<file path="src/rtl/tick_ignore_pkg.sv">
package tick_ignore_pkg;

  localparam int unsigned LOW_BANK_BASE  = 32'h380;
  localparam int unsigned HIGH_BANK_BASE = 32'h700;
  localparam int unsigned SLOT_STRIDE    = 32'h40;
  localparam int unsigned LOW_BANK_SLOTS = 2;

  // Byte offset of the counter belonging to processor idx.
  function automatic int unsigned slot_offset(input int unsigned idx);
    if (idx < LOW_BANK_SLOTS)
      return LOW_BANK_BASE + idx * SLOT_STRIDE;
    else
      return HIGH_BANK_BASE + (idx - LOW_BANK_SLOTS) * SLOT_STRIDE;
  endfunction

endpackage

</file>
<file path="src/rtl/tick_ignore_rst_sync.sv">
module tick_ignore_rst_sync #(
  parameter int STAGES = 2
) (
  input  logic clk,
  input  logic rst_n,
  output logic rst_n_sync
);
  logic [STAGES-1:0] chain_q;
  logic [STAGES-1:0] chain_d;

  always_comb begin
    chain_d = {chain_q[STAGES-2:0], 1'b1};
  end

  always_ff @(posedge clk or negedge rst_n) begin
    if (!rst_n) chain_q <= '0;
    else        chain_q <= chain_d;
  end

  assign rst_n_sync = chain_q[STAGES-1];
endmodule

</file>
<file path="src/rtl/tick_ignore_edge.sv">
module tick_ignore_edge #(
  parameter int SYNC_STAGES = 2
) (
  input  logic clk,
  input  logic rst_n,
  input  logic level_async,
  output logic tick
);
  logic [SYNC_STAGES-1:0] sync_q;
  logic [SYNC_STAGES-1:0] sync_d;
  logic                   prev_q;
  logic                   prev_d;
  logic                   level_s;

  assign level_s = sync_q[SYNC_STAGES-1];

  always_comb begin
    sync_d = {sync_q[SYNC_STAGES-2:0], level_async};
    prev_d = level_s;
  end

  always_ff @(posedge clk or negedge rst_n) begin
    if (!rst_n) begin
      sync_q <= '0;
      prev_q <= 1'b0;
    end else begin
      sync_q <= sync_d;
      prev_q <= prev_d;
    end
  end

  assign tick = level_s & ~prev_q;

  // a tick is followed by a cycle without one, since the level is already seen high
  assert_tick_single_R4: assert property (@(posedge clk) disable iff (!rst_n)
    tick |=> !tick);
endmodule

</file>
<file path="src/rtl/tick_ignore_slice.sv">
module tick_ignore_slice #(
  parameter int CNT_W = 24
) (
  input  logic             clk,
  input  logic             rst_n,
  input  logic             load,
  input  logic [CNT_W-1:0] load_val,
  input  logic             tick,
  output logic [CNT_W:0]   value,
  output logic             set_pulse
);
  localparam int VAL_W = CNT_W + 1;
  localparam logic [VAL_W-1:0] ONE = VAL_W'(1);

  logic [VAL_W-1:0] val_q, val_d;
  logic [VAL_W-1:0] dec;
  logic             val_en;
  logic             pulse_q, pulse_d;

  always_comb begin
    dec     = val_q - ONE;
    val_d   = val_q;
    pulse_d = 1'b0;
    val_en  = load | tick;
    if (load) begin
      val_d = {1'b0, load_val};
    end else if (tick) begin
      val_d   = {dec[CNT_W] | val_q[CNT_W], dec[CNT_W-1:0]};
      pulse_d = dec[CNT_W] | val_q[CNT_W];
    end
  end

  always_ff @(posedge clk or negedge rst_n) begin
    if (!rst_n) begin
      val_q   <= '0;
      pulse_q <= 1'b0;
    end else begin
      if (val_en) val_q <= val_d;
      pulse_q <= pulse_d;
    end
  end

  assign value     = val_q;
  assign set_pulse = pulse_q;

  assert_load_clears_flag_R2: assert property (@(posedge clk) disable iff (!rst_n)
    load |=> (value[CNT_W] == 1'b0) && (value[CNT_W-1:0] == $past(load_val)));

  assert_idle_hold_R4: assert property (@(posedge clk) disable iff (!rst_n)
    (!load && !tick) |=> $stable(value));

  assert_flag_sticky_R5: assert property (@(posedge clk) disable iff (!rst_n)
    (value[CNT_W] && !load) |=> value[CNT_W]);

  assert_tick_moves_R5: assert property (@(posedge clk) disable iff (!rst_n)
    (tick && !load) |=> value != $past(value));

  assert_pulse_has_flag_R6: assert property (@(posedge clk) disable iff (!rst_n)
    set_pulse |-> value[CNT_W]);

  assert_collision_no_pulse_R8: assert property (@(posedge clk) disable iff (!rst_n)
    load |=> !set_pulse);
endmodule

</file>
<file path="src/rtl/tick_ignore_decode.sv">
module tick_ignore_decode
  import tick_ignore_pkg::*;
#(
  parameter int NUM_CPU = 4,
  parameter int ADDR_W  = 12
) (
  input  logic              wr_en,
  input  logic              rd_en,
  input  logic [ADDR_W-1:0] addr,
  output logic [NUM_CPU-1:0] wr_sel,
  output logic [NUM_CPU-1:0] rd_sel
);
  for (genvar g = 0; g < NUM_CPU; g++) begin : g_slot
    localparam logic [ADDR_W-1:0] OFFS = ADDR_W'(slot_offset(g));
    logic hit;
    assign hit       = (addr == OFFS);
    assign wr_sel[g] = wr_en & hit;
    assign rd_sel[g] = rd_en & hit;
  end

  // one address selects at most one counter
  always_comb begin
    assert_one_slot_R3: assert ($onehot0(wr_sel));
  end
endmodule

</file>
<file path="src/rtl/tick_ignore_ctr.sv">
module tick_ignore_ctr #(
  parameter int NUM_CPU     = 4,
  parameter int CNT_W       = 24,
  parameter int DATA_W      = 64,
  parameter int ADDR_W      = 12,
  parameter int SYNC_STAGES = 2
) (
  input  logic               clk,
  input  logic               rst_n,
  input  logic               timer_req,
  input  logic               csr_wr_en,
  input  logic               csr_rd_en,
  input  logic [ADDR_W-1:0]  csr_addr,
  input  logic [DATA_W-1:0]  csr_wdata,
  output logic [DATA_W-1:0]  csr_rdata,
  output logic [NUM_CPU-1:0] timer_set
);
  localparam int VAL_W = CNT_W + 1;

  logic               rst_n_i;
  logic               tick;
  logic [NUM_CPU-1:0] wr_sel;
  logic [NUM_CPU-1:0] rd_sel;
  logic [VAL_W-1:0]   value [NUM_CPU];
  logic [DATA_W-1:0]  rdata_q, rdata_d;
  logic               unused_wdata_hi;

  assign unused_wdata_hi = ^csr_wdata[DATA_W-1:CNT_W];

  tick_ignore_rst_sync #(.STAGES(2)) u_rst (
    .clk        (clk),
    .rst_n      (rst_n),
    .rst_n_sync (rst_n_i)
  );

  tick_ignore_edge #(.SYNC_STAGES(SYNC_STAGES)) u_edge (
    .clk         (clk),
    .rst_n       (rst_n_i),
    .level_async (timer_req),
    .tick        (tick)
  );

  tick_ignore_decode #(.NUM_CPU(NUM_CPU), .ADDR_W(ADDR_W)) u_dec (
    .wr_en  (csr_wr_en),
    .rd_en  (csr_rd_en),
    .addr   (csr_addr),
    .wr_sel (wr_sel),
    .rd_sel (rd_sel)
  );

  for (genvar g = 0; g < NUM_CPU; g++) begin : g_cpu
    tick_ignore_slice #(.CNT_W(CNT_W)) u_slice (
      .clk       (clk),
      .rst_n     (rst_n_i),
      .load      (wr_sel[g]),
      .load_val  (csr_wdata[CNT_W-1:0]),
      .tick      (tick),
      .value     (value[g]),
      .set_pulse (timer_set[g])
    );
  end

  always_comb begin
    rdata_d = '0;
    for (int i = 0; i < NUM_CPU; i++) begin
      if (rd_sel[i]) rdata_d = rdata_d | DATA_W'(value[i]);
    end
  end

  always_ff @(posedge clk or negedge rst_n_i) begin
    if (!rst_n_i)       rdata_q <= '0;
    else if (csr_rd_en) rdata_q <= rdata_d;
  end

  assign csr_rdata = rdata_q;

  assert_unmapped_zero_R3: assert property (@(posedge clk) disable iff (!rst_n_i)
    (csr_rd_en && !(|rd_sel)) |=> csr_rdata == '0);

  assert_pulse_follows_tick_R6: assert property (@(posedge clk) disable iff (!rst_n_i)
    (|timer_set) |-> $past(tick));

  assert_upper_zero_R9: assert property (@(posedge clk) disable iff (!rst_n_i)
    csr_rdata[DATA_W-1:VAL_W] == '0);
endmodule

</file>
<file path="config.mk">
export PLATFORM = sky130hd
export DESIGN_NAME = tick_ignore_ctr
export DESIGN_NICKNAME = d
export VERILOG_FILES = /design/src/rtl/tick_ignore_pkg.sv /design/src/rtl/tick_ignore_rst_sync.sv /design/src/rtl/tick_ignore_edge.sv /design/src/rtl/tick_ignore_slice.sv /design/src/rtl/tick_ignore_decode.sv /design/src/rtl/tick_ignore_ctr.sv
export SDC_FILE = /design/constraint.sdc
export NUM_CORES = 1
export LEC_CHECK = 0
export BUFFER_PORTS_ARGS = -buffer_cell sky130_fd_sc_hd__clkbuf_2
export CAP_MARGIN = 20
export CORE_ASPECT_RATIO = 0.5
export CORE_UTILIZATION = 53
export DETAILED_ROUTE_END_ITERATION = 10
export GPL_TIMING_DRIVEN = 0
export PLACE_DENSITY_LB_ADDON = 0.12
export SYNTH_ARGS = -nofsm -noshare
export SYNTH_HDL_FRONTEND = slang
export SYNTH_SLANG_ARGS = --single-unit
export TNS_END_PERCENT = 10
</file>
<file path="constraint.sdc">
create_clock -name clk -period 7.9 [get_ports clk]
set_input_delay 0.79 -clock clk [delete_from_list [all_inputs] [get_ports clk]]
set_output_delay 0.79 -clock clk [all_outputs]
set_load 0.03 [all_outputs]
</file>
== Word-level counts from Yosys, hierarchy flattened ==
Index checks and enable logic that the tools add are counted.
Storage, ports and cells
  flip-flop bits (word level): 173
  output and inout port bits: 68
  logic and storage cells: 69
Operators by class
  add/sub/neg operators: 4
  equal/unequal tests: 4
  mux-type cells: 20
  bitwise gates (word level): 21
  reductions and logical operators: 8
Operator list (number)
  2-to-1 mux 25 bit: 10
  2-to-1 mux 64 bit: 2
  bitwise OR 64 x 25 -> 64 bit: 2
  subtractor 25 x 1 -> 25 bit (second input constant): 4
  bitwise OR 25 bit: 1
  equality test 12 x 10 -> 1 bit (second input constant): 2
  equality test 12 x 11 -> 1 bit (second input constant): 2
  AND 1 bit: 9
  2-to-1 mux 1 bit: 8
  bitwise OR 1 bit: 8
  AND reduction 2 bit: 4
  nonzero test 2 bit: 4
  inverter 1 bit: 1

== Longest topological paths before layout ==
  depth in word-level cells: 9
  depth in mapped cells: 8
  gate-level depth less buffers: 7

== Modules after synthesis ==
From an unflattened synthesis, not the netlist that was laid out.
Unflattened totals
  cells, all modules: 834
  area total of the unflattened synthesis: 7886.3 µm²
By module, submodules not included
  tick_ignore_slice: times used 4, cells an instance 157, area an instance 1460.2 µm², sequential area each 650.6 µm²
  tick_ignore_ctr: times used 1, cells an instance 183, area an instance 1788.0 µm², sequential area each 625.6 µm²
  tick_ignore_decode: times used 1, cells an instance 16, area an instance 115.1 µm², sequential area each 0.0 µm²
  tick_ignore_edge: times used 1, cells an instance 4, area an instance 88.8 µm², sequential area each 75.1 µm²
  tick_ignore_rst_sync: times used 1, cells an instance 3, area an instance 53.8 µm², sequential area each 50.0 µm²

== Worst setup path before layout ==
OpenSTA, ideal clock, no wires.
  path kind: input -> register
  start: in csr_addr[3]
  end: reg g_cpu[1].u_slice.val_q[2]
  setup time: 119 ps
  arrival time: 2207 ps
  required time: 7781 ps
  path slack: 5574 ps
  cell stages on the path: 6
  path through: nor4_2 > nand3_1 > buf_4 > or4_4 > buf_2 > o21a_1
Between the ends
  longest elaborated chain between the ends: 4
  elaborated cells on any way between the ends: 6
  those cells by class: 1 x eq/ne; 1 x mux; 2 x bitwise; 2 x reduce/logical
RTL lines
  from (decl): line tick_ignore_ctr.sv:13  | input logic [ADDR_W-1:0] csr_addr,
  equality test 12 x 10 -> 1 bit (*): line tick_ignore_decode.sv:16  | assign hit = (addr == OFFS);
  AND 1 bit (*): line tick_ignore_decode.sv:17  | assign wr_sel[g] = wr_en & hit;
  nonzero test 2 bit (no source line) or bitwise OR 1 bit (tied branches)
  AND reduction 2 bit (no source line)
  to (signal assigned): line tick_ignore_slice.sv:38  | if (val_en) val_q <= val_d;
  to (decl): line tick_ignore_slice.sv:15  | logic [VAL_W-1:0] val_q, val_d;
Every way passes the cells marked *; elsewhere a longest branch is shown, timed or not.
A chain may end at the register's enable or synchronous reset.

== Worst setup path in the final report ==
  start: reg g_cpu[0].u_slice.val_q[0]
  end: reg g_cpu[0].u_slice.pulse_q
Between the ends
  longest elaborated chain between the ends: 4
RTL lines
  from (decl): line tick_ignore_slice.sv:15
  from (signal assigned): line tick_ignore_slice.sv:38
  subtractor 25 x 1 -> 25 bit: line tick_ignore_slice.sv:21  | dec = val_q - ONE;
  bitwise OR 1 bit: line tick_ignore_slice.sv:29  | pulse_d = dec[CNT_W] | val_q[CNT_W];
  2-to-1 mux 1 bit: line tick_ignore_slice.sv:27  | end else if (tick) begin
  2-to-1 mux 1 bit: line tick_ignore_slice.sv:25  | if (load) begin
  named net g_cpu[0].u_slice.pulse_d: line tick_ignore_slice.sv:18  | logic pulse_q, pulse_d;
  to (signal assigned): line tick_ignore_slice.sv:39  | pulse_q <= pulse_d;
  to (decl): line tick_ignore_slice.sv:18
The timed path passes the listed nets, and every way through them passes these cells.

==> flow_summary.yaml <==
pwr:
  irDropWorstVdd_mv: 0.149
  p_per_area_nw_per_um2: 219
  p_total_mw: 2.06
  total_leakage_power_nw: 3.67
global_routing:
  grt_use_total_pct: 31.4
  grt_pass1_wl_um: 36000
  grt_pass1_vias: 6391
  grt_max_degree: 69
  antenna_found_initial: 0
  grt_overflow: 0
placement:
  hpwlAfterDp_um: 17300
  post-place-cells: 1185
  portBuffers: 67
  pre_cts_ws_ns: 4.94
  place_area_sq_um: 8740
  place.gp.congestion: 0.943
drt:
  totalWireLength_um: 23200
  viasPerCell: 5.76
  vias: 7004
  first_pass_iters: 7
  antenna_left: 0
  post-route-drc-count: 0
  drt-initial-drc-count: 687
  wire_per_inst_um: 19.1
logic_synthesis:
  synth-main-ff-cell: "dfrtp_1"
  syn_area_sq_um: 7980
  syn_inst: 881
  synthAdderAreaFrac_pct: 0.627
  muxShareOfSynthArea_pct: 7.12
  synth-xor-area-share_pct: 9.88
  avgSynthCellArea_sq_um: 9.06
  synth-simple-area-share_pct: 22.2
  synth_compound_area_share_pct: 9.91
  async_reset_ff_share_pct: 100
  synth_edf_count: 0
  synth.yosys.warnings: 0
  synth_seq_area_share_pct: 42.0
  synth-seq-cells: 134
  synth_cell_type_count: 46
  synth_top_family_by_area: "simple AND/OR/NAND/NOR gates"
worst_setup_path:
  crit_buf_inv: 1
  crit_fanout: 4
  slowest_stage: "nor4b_1"
  end_kind: "register"
  r2r_start: "g_cpu[0].u_slice.value[0]"
  worstRegToRegCells: 7
  cp_slowest_stage_delay_ns: 0.76
  critPathRequiredTime_ns: 8.17
  critPathArrivalTime_ns: 3.04
  cp_cell_sequence: "inv_1, ha_1, nor4b_1, nand4_1, nor3_1, nor2_1, nor3_1"
  cpLargestDelayFamily: "simple AND/OR/NAND/NOR gates"
  rrSetupSlack_ns: 5.13
  path_class: "register to register"
  startpoint_type: "register"
  r2r_end: "g_cpu[0].u_slice.set_pulse"
  crit_start: "g_cpu[0].u_slice.value[0]"
  critPathMostFrequentCell: "nor3_1"
sta:
  finalCritPeriodShare_pct: 35.0
  setup_viol: 0
  tightest_slew_ns: 1.07
  hold_viol: 0
  skew_ns: 0.0140
  fin_crit_ns: 2.77
  holdWs_ns: 0.136
  relSlewSlack_pct: 28.4
  fmax_mhz: 362
  rsz0062_at_grt: "no"
  drv_slew: 0
  setup_slack_ns: 5.13
  final.setup.tns_ns: 0
clock_tree:
  clkSinkCount: 134
  clk_path_buf_depth: 2
  clk-insertion-delay-late_ns: 0.42
  cts.root.buffer_cell: "clkbuf_16"
  cts_setup_buffers: 0
  hold_buffers: 0
  cts.reportedPaths.clkPinSlew_ns: 0.07
  htree_levels: 4
  cts_resized: 0
  tritoncts: "yes"
  cts_buffers: 17
die:
  die_h_um: 88.8
  dieWidth_um: 176
  initial_core_util_pct: 54.7
  rows: 31
  coreArea_sq_um: 14600
  die_area_sq_um: 15600
  io_pins: 149
final_layout:
  num-fill-cells: 1268
  area_growth_pct: 17.5
  antenna_cells: 0
  finish.utilization_pct: 64.3
  stdcell_count: 1217
  fin_area_sq_um: 9380
  layout-drive-gt1-share_pct: 19.4
  nNetsFinal: 1091
status:
  outcome: "complete, no violations"
worst_hold_path:
  holdCritPathClass: "input pin to asynchronous set/reset pin"
job:
  cap_violations: 0
registers in the layout, indices dropped and copies added, names as in the netlist:
signal	flops
u_rst.chain_q	2
g_cpu.u_slice.set_pulse	4
u_edge.prev_q	1
csr_rdata	25
g_cpu.u_slice.value	100
u_edge.sync_q	2
synth_stat cells, types with 2 or more instances:
master	count	share of area, %
nor4b_1	2	0.22
or3_1	8	0.63
o21ai_1	32	2.0
nand3_1	37	2.3
xnor2_1	64	7.0
a21oi_1	52	3.3
inv_1	34	1.6
buf_6	2	0.28
nor4b_2	2	0.38
nor4_1	19	1.5
buf_4	44	4.1
nor4_4	3	0.80
o21ai_0	33	2.1
o22ai_1	25	2.0
o21ai_2	2	0.22
nor2_1	83	3.9
dfrtp_1	134	42
nand2b_1	7	0.55
or4_4	4	0.56
nor4_2	11	1.7
mux2i_1	50	6.3
o21a_1	2	0.19
clkbuf_1	16	0.75
nand3b_1	2	0.19
nor2b_1	5	0.39
xor2_1	26	2.9
nor3_1	47	2.9
nand2_1	68	3.2
mux2_2	6	0.85
ha_1	4	0.63
nor3_2	4	0.50
nand4_1	11	0.86
and2_1	2	0.16
conb_1	2	0.094
buf_2	19	1.2
buf_1	4	0.19
or4_1	6	0.56
worst max-delay path by stage:
stage                     depth (start not counted)  slack [ns]                    endpoint
after floorplan                                   0        3.89                csr_rdata[0]
after global placement                            0        2.19               csr_rdata[17]
after detailed placement                          7        4.94  g_cpu[2].u_slice.value[11]
after CTS                                         7        5.32  g_cpu[0].u_slice.set_pulse
after global routing                              7        5.08  g_cpu[0].u_slice.set_pulse
final                                             7        5.13  g_cpu[0].u_slice.set_pulse
logic make-up after synthesis:
logic type / after synthesis
xor gates and xnor gates: 90
other: 2
adders and majority gates: 4
AOI/OAI and AO/OA: 148
muxes: 56
and+or+nand+nor: 328
buffers and inverters: 119
DFF: 134
layout by cell type, fill, tap and decap left out, drive strengths merged, types with 4 or more instances in the layout:
cell type / instances
nor3: 51
nor2: 83
o22ai: 25
mux2: 6
clkbuf: 103
or3: 9
nor4: 33
clkinv: 4
nand2b: 7
mux2i: 50
nor2b: 5
xor2: 26
inv: 35
xnor2: 64
o21ai: 67
nand3: 37
conb: 40
buf: 70
or4: 10
dfrtp: 134
nand4: 12
bufinv: 5
nand2: 68
ha: 4
a21oi: 52
nor4b: 4
cell type report:
cell class / instances / area, sq um / area share (%)
clock inverters: 12 / 201 / 2.15
well taps: 198 / 248 / 2.64
plain buffers: 85 / 523 / 5.58
inverters: 34 / 128 / 1.36
clock buffers: 20 / 437 / 4.66
repair buffers: 68 / 363 / 3.87
multi-input cells: 666 / 4120 / 43.9
flip-flops and latches: 134 / 3360 / 35.8
worst register-to-register path, cell delays in order (launching register included):
cell and delay [ns]:
dfrtp_1 0.43, inv_1 0.08, ha_1 0.20, nor4b_1 0.76, nand4_1 0.39, nor3_1 0.32
nor2_1 0.07, nor3_1 0.36
report_power, final:
| group | switching [mW] | internal (mW) | total, mW |
|---|---|---|---|
| combinational | 0.187 | 0.142 | 0.329 |
| sequential | 0.0996 | 0.750 | 0.850 |
| clock | 0.317 | 0.561 | 0.878 |
routing by layer:
| metal | GRT usage [%] | vias to the layer above | wire (um) |
|---|---|---|---|
| li1 | - | 3243 | - |
| met1 | 44.7 | 3368 | 10700 |
| met2 | 47.4 | 346 | 9790 |
| met3 | 8.33 | 47 | 2230 |
| met4 | 8.85 | 0 | 481 |
| met5 | 0 | - | 0 |
Power figures use the tool's default switching activity.
